<file path="src/rtl/wdg_pkg.sv">
// Package: shared definitions for the interval-prescaled watchdog.
// Assumes: register targets are selected by a single select bit.
package wdg_pkg;
    // Register target selected by the write port select bit.
    typedef enum logic {
        WR_LIMIT = 1'b0,
        WR_CTRL  = 1'b1
    } wr_target_e;

    // Bit positions inside the control register write.
    localparam int CTRL_MODE_BIT   = 0;
    localparam int CTRL_SEL_LSB    = 1;
    localparam int CTRL_IRQCLR_BIT = 4;
endpackage

</file>
<file path="src/rtl/wdg_prescaler.sv">
// Module: wdg_prescaler
// Divides the system clock by a power of two picked by sel_i and emits a
// one-cycle tick at the end of each period of 2^(MIN_LOG2+sel_i) cycles.
// Assumes: the free-running divider is never reset except by rst_n.
module wdg_prescaler #(
    parameter int SEL_W    = 3,
    parameter int MIN_LOG2 = 3
) (
    input  logic             clk,
    input  logic             rst_n,
    input  logic [SEL_W-1:0] sel_i,
    output logic             tick_o
);
    localparam int MAX_LOG2 = MIN_LOG2 + (1 << SEL_W) - 1;

    logic [MAX_LOG2-1:0] div_q;
    logic [MAX_LOG2-1:0] mask;

    // Free-running divider counter.
    always_ff @(posedge clk) begin
        if (!rst_n) div_q <= '0;
        else        div_q <= div_q + 1'b1;
    end

    // Build the mask of low bits that must all be one for the selected ratio.
    always_comb begin
        for (int i = 0; i < MAX_LOG2; i++) begin
            mask[i] = (i < MIN_LOG2 + int'(sel_i));
        end
    end

    // Tick when the selected low bits are all ones.
    assign tick_o = ((div_q & mask) == mask);
endmodule

</file>
<file path="src/rtl/wdg_interval_timer.sv">
// Module: wdg_interval_timer
// Free-running interval timer advanced by the prescaler tick; flags the
// wrap from all ones to zero as an overflow pulse.
// Assumes: tick_i is a single-cycle pulse; no software control exists.
module wdg_interval_timer #(
    parameter int W = 8
) (
    input  logic         clk,
    input  logic         rst_n,
    input  logic         tick_i,
    output logic [W-1:0] value_o,
    output logic         ovf_o
);
    logic [W-1:0] bt_q;

    // Count prescaler ticks.
    always_ff @(posedge clk) begin
        if (!rst_n)      bt_q <= '0;
        else if (tick_i) bt_q <= bt_q + 1'b1;
    end

    // Overflow is the tick that wraps the timer.
    assign ovf_o   = tick_i & (&bt_q);
    assign value_o = bt_q;

    AST_TIMER_ADVANCES: assert property (@(posedge clk) disable iff (!rst_n)
        tick_i |=> bt_q == W'($past(bt_q) + 1'b1));
    AST_TIMER_HOLDS: assert property (@(posedge clk) disable iff (!rst_n)
        !tick_i |=> $stable(bt_q));
endmodule

</file>
<file path="src/rtl/wdg_watch_counter.sv">
// Module: wdg_watch_counter
// Counts interval-timer overflows and compares the count to a limit.
// A time-out sets a sticky reset request in reset mode, or sets the
// interrupt flag and restarts the count in interrupt mode.
// Assumes: clr_i and irq_clr_i are single-cycle write pulses.
module wdg_watch_counter #(
    parameter int CNT_W = 7
) (
    input  logic             clk,
    input  logic             rst_n,
    input  logic             ovf_i,
    input  logic             clr_i,
    input  logic             irq_clr_i,
    input  logic             rst_mode_i,
    input  logic [CNT_W-1:0] limit_i,
    output logic             req_o,
    output logic             irq_o
);
    logic [CNT_W-1:0] cnt_q;
    logic [CNT_W-1:0] cnt_nxt;
    logic             hit;

    // Next count and the time-out event (a clear suppresses it).
    assign cnt_nxt = CNT_W'(cnt_q + 1'b1);
    assign hit     = ovf_i && !clr_i && (cnt_nxt == limit_i);

    // Watchdog counter: clear first, then restart on interrupt time-out.
    always_ff @(posedge clk) begin
        if (!rst_n)                    cnt_q <= '0;
        else if (clr_i)                cnt_q <= '0;
        else if (hit && !rst_mode_i)   cnt_q <= '0;
        else if (ovf_i)                cnt_q <= cnt_nxt;
    end

    // Sticky reset request, released only by system reset.
    always_ff @(posedge clk) begin
        if (!rst_n)                  req_o <= 1'b0;
        else if (hit && rst_mode_i)  req_o <= 1'b1;
    end

    // Interrupt flag: set on time-out (wins), cleared by software write.
    always_ff @(posedge clk) begin
        if (!rst_n)                   irq_o <= 1'b0;
        else if (hit && !rst_mode_i)  irq_o <= 1'b1;
        else if (irq_clr_i)           irq_o <= 1'b0;
    end

    AST_COUNT_ON_OVF: assert property (@(posedge clk) disable iff (!rst_n)
        ovf_i && !clr_i && rst_mode_i |=> cnt_q == CNT_W'($past(cnt_q) + 1'b1));
    AST_CLEAR_ZERO: assert property (@(posedge clk) disable iff (!rst_n)
        clr_i |=> cnt_q == '0);
    AST_REQ_STICKY: assert property (@(posedge clk) disable iff (!rst_n)
        req_o |=> req_o);
    AST_IRQ_HOLD: assert property (@(posedge clk) disable iff (!rst_n)
        irq_o && !irq_clr_i |=> irq_o);
    AST_IRQ_RESTART: assert property (@(posedge clk) disable iff (!rst_n)
        ovf_i && !clr_i && !rst_mode_i && cnt_nxt == limit_i |=> irq_o && cnt_q == '0);
endmodule

</file>
<file path="src/rtl/wdg_interval_watchdog.sv">
// Module: wdg_interval_watchdog (top)
// Watchdog built from a clock prescaler, a free-running interval timer and
// an overflow counter with a programmable limit. Decodes a small write
// port into limit/clear and control (mode, divider, flag clear) actions.
// Assumes: synchronous active-low reset; writes are single-cycle strobes.
module wdg_interval_watchdog
    import wdg_pkg::*;
#(
    parameter int BT_W     = 8,
    parameter int CNT_W    = 7,
    parameter int SEL_W    = 3,
    parameter int MIN_LOG2 = 3
) (
    input  logic            clk,
    input  logic            rst_n,
    input  logic            wr_en,
    input  logic            wr_sel,
    input  logic [7:0]      wr_data,
    output logic [BT_W-1:0] bt_value,
    output logic            wdt_reset_req,
    output logic            wdt_irq
);
    localparam logic [CNT_W-1:0] LIMIT_RST = '1;

    logic             wr_limit, wr_ctrl;
    logic             cnt_clr, irq_clr;
    logic [CNT_W-1:0] limit_q;
    logic             rst_mode_q;
    logic [SEL_W-1:0] sel_q;
    logic             tick, ovf;

    // Decode write targets and strobes.
    assign wr_limit = wr_en && (wr_target_e'(wr_sel) == WR_LIMIT);
    assign wr_ctrl  = wr_en && (wr_target_e'(wr_sel) == WR_CTRL);
    assign cnt_clr  = wr_limit && wr_data[7];
    assign irq_clr  = wr_ctrl && wr_data[CTRL_IRQCLR_BIT];

    // Limit register.
    always_ff @(posedge clk) begin
        if (!rst_n)        limit_q <= LIMIT_RST;
        else if (wr_limit) limit_q <= wr_data[CNT_W-1:0];
    end

    // Control register: mode and divider select.
    always_ff @(posedge clk) begin
        if (!rst_n) begin
            rst_mode_q <= 1'b1;
            sel_q      <= '0;
        end else if (wr_ctrl) begin
            rst_mode_q <= wr_data[CTRL_MODE_BIT];
            sel_q      <= wr_data[CTRL_SEL_LSB +: SEL_W];
        end
    end

    wdg_prescaler #(.SEL_W(SEL_W), .MIN_LOG2(MIN_LOG2)) u_pre (
        .clk(clk), .rst_n(rst_n), .sel_i(sel_q), .tick_o(tick)
    );

    wdg_interval_timer #(.W(BT_W)) u_bt (
        .clk(clk), .rst_n(rst_n), .tick_i(tick), .value_o(bt_value), .ovf_o(ovf)
    );

    wdg_watch_counter #(.CNT_W(CNT_W)) u_wc (
        .clk(clk), .rst_n(rst_n), .ovf_i(ovf), .clr_i(cnt_clr),
        .irq_clr_i(irq_clr), .rst_mode_i(rst_mode_q), .limit_i(limit_q),
        .req_o(wdt_reset_req), .irq_o(wdt_irq)
    );

    AST_MODES_EXCLUSIVE: assert property (@(posedge clk) disable iff (!rst_n)
        rst_mode_q && !$past(wdt_reset_req) && wdt_reset_req |-> $stable(wdt_irq));
    AST_OVF_ONLY_ON_WRAP: assert property (@(posedge clk) disable iff (!rst_n)
        ovf |=> bt_value == '0);
endmodule

</file>
<file path="config.mk">
export PLATFORM = sky130hd
export DESIGN_NAME = wdg_interval_watchdog
export DESIGN_NICKNAME = d
export VERILOG_FILES = /design/src/rtl/wdg_pkg.sv /design/src/rtl/wdg_prescaler.sv /design/src/rtl/wdg_interval_timer.sv /design/src/rtl/wdg_watch_counter.sv /design/src/rtl/wdg_interval_watchdog.sv
export SDC_FILE = /design/constraint.sdc
export NUM_CORES = 1
export LEC_CHECK = 0
export BUFFER_PORTS_ARGS = -buffer_cell sky130_fd_sc_hd__buf_2
export CORE_MARGIN = 10
export CORE_UTILIZATION = 45
export CTS_CLUSTER_DIAMETER = 60
export DETAILED_ROUTE_END_ITERATION = 16
export HOLD_SLACK_MARGIN = 0.1
export PLACE_DENSITY = 0.72
export SYNTH_ARGS = -nofsm -noshare
export SYNTH_HDL_FRONTEND = slang
export SYNTH_HIERARCHICAL = 1
export SYNTH_SLANG_ARGS = --single-unit
</file>
<file path="constraint.sdc">
create_clock -name clk -period 7.3 [get_ports clk]
set_clock_uncertainty 0.2 [all_clocks]
set_input_delay 0.73 -clock clk [delete_from_list [all_inputs] [get_ports clk]]
set_output_delay 0.73 -clock clk [all_outputs]
set_load 0.1 [all_outputs]
</file>
==> metrics.txt, run 1 <==
status completed; Fill cells just under 400; fin crit period between 3 and 4 ns; Avg Vias per Cell roughly 5.1; Worst Path Required 7.28 ns; chip height ~86 µm; initial antenna violation count 0; startpoint types flop; Clock Tree Buf Depth 2; Setup crit end kind flop; vias in the first global route approximately 1400; Antenna Cells 0; power density over cell area around 180 nW/µm²; GR Util met3 0.0454; post-route DRC violation count 0; synth cell count leaders dfxtp_1 (38), and2_1 (14), inv_1 (14), xnor2_1 (14), xor2_1 (14); Combinational Power Share 0.075; cells after synthesis between 200 and 250; post-synth top area share 0.389; Seq/Total Area, Yosys 0.389; Core Area roughly 4000 µm²; hpwl dp roughly 2800 µm; Post-synth EDFFs 0; WL/cell 13.3 µm; hold_buf cts 0; pin count of the biggest net entering global routing 38; Tightest Pin Transition between 0.5 and 0.6 ns; area fraction in and, or, nand and nor cells after synthesis 0.263; Starting DRT DRC Count 48; Adder-Cell Fraction of Synth Area 0.0384; VDD IR max about 110 µV; Max Cap Viol 0; post-synth cell types between 40 and 50; largest family of logic cells by synthesized area simple AND/OR/NAND/NOR gates; final wirelength between 3000 and 4000 µm; clk_lat worst skew slightly below 0.3 ns; met2 usage 0.167; ranking of synthesized cells by area dfxtp_1 (39%), xnor2_1 (6.3%), xor2_1 (6.3%), and2_1 (4.5%), ha_1 (3.8%); Hold Slack approximately 0.27 ns; Post-CTS Setup Bufs 0; TritonCTS clock tree built; GR Util met1 0.124; GR Util All Layers 0.106; dpl cells approximately 280; syn avg cell area 9.19 µm²; clk sinks 38; port buffer count 21; gr busiest metal met2; endpoints failing hold 0; Initial Util 0.476; post-synthesis mux area share 0.0205; I/O pins 22; Setup violations, final 0; Hold Path Class flop to flop; Worst-path clk slew 0.08 ns; die area approximately 7400 µm²; H-tree depth reported by CTS 2; post-cts gate resize count 0; router iterations before antenna repair 4; synth warn 6; first-pass GRT wire length about 6400 µm; Clk pwr share 0.378; leading area contributor after synthesis dfxtp_1; antenna-violating nets left 0; total power after layout 0.000397 W; Pint around 0.0003 W; fin. max-slew vios 0; gp weighted congestion approximately 0.78; P_leak between 0.8 and 0.9 nW; ys async rst share 0; Die X 85.9 µm; CP Max Fanout 8; Num CTS Buffers 5; switching share of power 0.241; part of the power in registers 0.547; Layout Nets about 250; compound-cell area share of the yosys netlist 0.109; final period utilization 0.533; NetSw ~0.000096 W; RSZ-0062 raised after global routing false; mapped cell area 1960 µm²; #FFs+latches synth 38; setup_tns 0 ns; Highest Clock Rate roughly 260 MHz; CP arrival slightly below 4 ns; non-filler cells, final ~280; top-count cell post-synth dfxtp_1; clock root buffer master clkbuf_8; CP Class flop to flop; P&R area growth vs syn 10.6%; syn nets between 200 and 250; XOR/XNOR Fraction of Synth Area 0.125; Synth Flop Type dfxtp_1; vias around 1500; num rows 23; global route total overflow 0; layout cells sized above 1 0.175; Slew headroom 0.613
-- logic make-up after synthesis --
logic type / count (synthesis)
AO/OA/AOI/OAI: 28
XOR/XNOR: 28
adder cells (fa/ha/maj): 6
buffers and inverters: 22
flip-flops: 38
multiplexers: 4
AND/OR/NAND/NOR: 87
-- power by group through the flow --
stage / combinational, W / sequential (W) / clock [W]
after floorplan: 0.0000217 / 0.000221 / 0
after global placement: 0.0000294 / 0.000222 / 0
after detailed placement: 0.0000297 / 0.000222 / 0
after CTS: 0.0000299 / 0.000217 / 0.000157
after global routing: 0.0000344 / 0.000218 / 0.000163
final: 0.0000297 / 0.000217 / 0.000150
-- cell type report --
class | count | area (µm²) | share of cell area
well taps | 50 | 62.6 | 0.0289
multi-input cells | 153 | 1090 | 0.503
repair buffers | 21 | 105 | 0.0486
clock buffers | 6 | 82.6 | 0.0382
inverters | 14 | 52.6 | 0.0243
clock inverters | 2 | 12.5 | 0.00578
flip-flops and latches | 38 | 761 | 0.351
-- cells in the final DEF (no fill, tap or decap), types with 4 or more instances in the layout --
master	count
inv_1	14
nand2_1	13
clkbuf_8	6
nand4_1	6
o211ai_1	7
nor2_1	10
ha_1	6
and2_1	14
nor3_1	4
dfxtp_1	38
nor2b_1	4
xnor2_1	14
o21ai_0	8
nand3_1	11
mux2i_1	4
buf_2	21
xor2_1	14
nand3b_1	7
-- per-stage QoR --
stage | util | setup WS [ns] | area [µm²]
finish | 0.526 | 3.41 | 2160
global route | 0.526 | 3.12 | 2160
CTS | 0.526 | 3.44 | 2160
detailed placement | 0.503 | 3.42 | 2070
global placement | 0.503 | 3.58 | 2070
floorplan | - | 3.77 | 1960
-- final timing paths --
kind              startpoint            end  slack, ns  cells past startpoint
hold / removal    u_wc/req_o     u_wc/req_o       0.27                      1
setup reg to reg    sel_q[0]  u_wc/cnt_q[3]       3.41                     13
hold reg to reg   u_wc/req_o     u_wc/req_o       0.27                      1
setup / recovery    sel_q[0]  u_wc/cnt_q[3]       3.41                     13
-- routing by layer --
| layer | vias to the layer above | share of wire |
|---|---|---|
| li1 | 769 | - |
| met1 | 667 | 0.48 |
| met2 | 20 | 0.48 |
| met3 | 2 | 0.033 |
| met4 | 0 | 0.0058 |
| met5 | - | 0 |
-- worst max-delay path, stage by stage, from the launching register on --
cell and delay, ns:
dfxtp_1 0.37, inv_1 0.08, ha_1 0.22, xor2_1 0.20, a21oi_1 0.10, or4_4 0.41
a221oi_2 0.51, nand3_1 0.14, nor2_1 0.20, and3_1 0.36, nor4b_2 0.25, nand4b_1 0.23
o31ai_4 0.42, nor2_1 0.09
-- sequential cells by signal, indices dropped and copies added (netlist names) --
name          count
u_pre/div_q      10
u_bt/value_o      8
limit_q           7
u_wc/cnt_q        7
sel_q             3
rst_mode_q        1
u_wc/irq_o        1
u_wc/req_o        1
No activity file was read; power rests on OpenSTA's default activity.
==> inputs of run 2 (changes only) <==
==> constraint.sdc (replaced) <==
create_clock -name clk -period 4.06 [get_ports clk]
set_clock_uncertainty 0.2 [all_clocks]
set_input_delay 0.406 -clock clk [delete_from_list [all_inputs] [get_ports clk]]
set_output_delay 0.406 -clock clk [all_outputs]
set_load 0.1 [all_outputs]
==> run 2 against run 1 <==
- worst setup slack got worse by 2.9 ns
- via count decreased by 0.21%
- critical path depth unchanged
- clock power increased by 82%
- wire length decreased by 2.9%
- fmax increased by 9.2%
- clock-buffer cell count unchanged
- flip-flop and latch count unchanged
- hold slack got worse by 0.10 ns
==> metrics.txt, run 2 (same netlist as run 1, synthesis figures left out) <==
power density over cell area ~330 nW/µm²; RSZ-0062 raised after global routing false; endpoints failing hold 0; most frequent cells in the layout dfxtp_1 (38), buf_2 (21); Hold Path Class primary input to flop; slowest CP cell or4_4; layout cells sized above 1 0.179; Initial Util 0.476; I/O pins 22; Max Cap Viol 0; CP max stage delay 0.42 ns; clock root buffer master clkbuf_8; Antenna Cells 0; CP arrival between 3 and 4 ns; CP Max Fanout 8; Num CTS Buffers 5; clk_lat worst skew 0.29 ns; clk sinks 38; pin count of the biggest net entering global routing 38; most used cell, CP nor2_1; Fill cells approximately 400; worst path bufs/invs 1; Critical path origin sel_q[0]; VDD IR max 174 µV; delay-heaviest family, CP simple AND/OR/NAND/NOR gates; num rows 23; post-cts gate resize count 0; WL/cell 12.9 µm; Post-Place Cell Area between 2000 and 2500 µm²; router iterations before antenna repair 6; hold_sp wr_data[2]; Cell Chain, Critical Path inv_1 > ha_1 > xor2_1 > a21oi_1 > or4_4 > a221oi_2 > nand3_1 > nor2_1 > and3_1 > nor4b_2 > nand4b_1 > o31ai_4 > nor2_1; Starting DRT DRC Count 70; CP Class flop to flop; GR Util All Layers 0.103; P&R area growth vs syn 11.0%; post-route DRC violation count 0; Slew headroom 0.606; startpoint types flop; Worst Path Required roughly 4.0 ns; area of the multi-input gates 1090 µm²; Worst-path clk slew roughly 0.08 ns; register area between 700 and 800 µm²; fin crit period 3.56 ns; setup_tns 0 ns; Layout Nets 252; finished layout cell area about 2200 µm²; Core Area roughly 4100 µm²; Hold Slack around 0.17 ns; Setup crit end kind flop; chip height ~86 µm; Highest Clock Rate around 280 MHz; port buffer count 21; TritonCTS clock tree built; H-tree depth reported by CTS 2; final period utilization 0.878; hpwl dp ~2700 µm; max FFs per register 10; vias about 1500; gp weighted congestion 0.759; status completed; global route total overflow 0; antenna-violating nets left 0; first-pass GRT wire length 6410 µm; Post-CTS Setup Bufs 0; P_leak 0.896 nW; fin. max-slew vios 0; Tightest Pin Transition 0.591 ns; Avg Vias per Cell 5.11; Clock Tree Buf Depth 2; Setup violations, final 0; hold_buf cts 0; initial antenna violation count 0; vias in the first global route roughly 1400; Die X 85.9 µm; Reg2Reg Launch Point sel_q[0]; final wirelength ~3700 µm; commonest non-fill, non-tap cell in the layout dfxtp_1; Biggest register u_pre/div_q; die area roughly 7400 µm²
## run 2: changes by cell type in the layout (fill, tap and decap cells not counted), sizes merged
cell  change
buf       +1
## run 2: worst paths after layout
check                           cells past startpoint  slack (ns)        endpoint
worst max-delay path                               13        0.50   u_wc/cnt_q[1]
worst min-delay path                                3        0.17        sel_q[1]
worst max register to register                     13        0.50   u_wc/cnt_q[1]
worst min register to register                      1        0.27  u_pre/div_q[0]
## run 2: tightest hold or removal path: cells and delay by family
kind	cells	cell delay, ns
AO/OA/AOI/OAI	1	0.07
buffers and inverters	1	0.09
AND/OR/NAND/NOR	1	0.07
## run 2: layout make-up
cell class              count  share of cell area
repair buffers             22              0.0518
multi-input cells         153               0.501
well taps                  50              0.0288
clock inverters             2             0.00576
inverters                  14              0.0242
flip-flops and latches     38               0.350
clock buffers               6              0.0380
## run 2: per-layer routing
metal  track usage  share of wire  routed length [µm]  up-vias
met5             0              0                   0        -
met4        0.0314          0.012                  46        0
met3        0.0407          0.038                 139        5
met2         0.158           0.45                1660       18
met1         0.129           0.50                1840      663
li1              -              -                   -      769
## run 2: report_power, final
part	internal (W)	switching (W)	leakage [nW]
clock network	0.000136	0.000137	0.0472
logic	0.0000232	0.0000308	0.540
registers	0.000382	0.00000818	0.309
total	0.000542	0.000176	0.896
## run 2: per-stage QoR
| stage | std cells | worst slack, ns | total power [W] | utilization |
|---|---|---|---|---|
| floorplan | 213 | 0.530 | 0.000437 | - |
| global placement | 277 | 0.620 | 0.000452 | 0.505 |
| finish | 285 | 0.496 | 0.000717 | 0.528 |
| detailed placement | 277 | 0.504 | 0.000453 | 0.505 |
| CTS | 285 | 0.505 | 0.000727 | 0.528 |
| global route | 285 | 0.103 | 0.000752 | 0.528 |
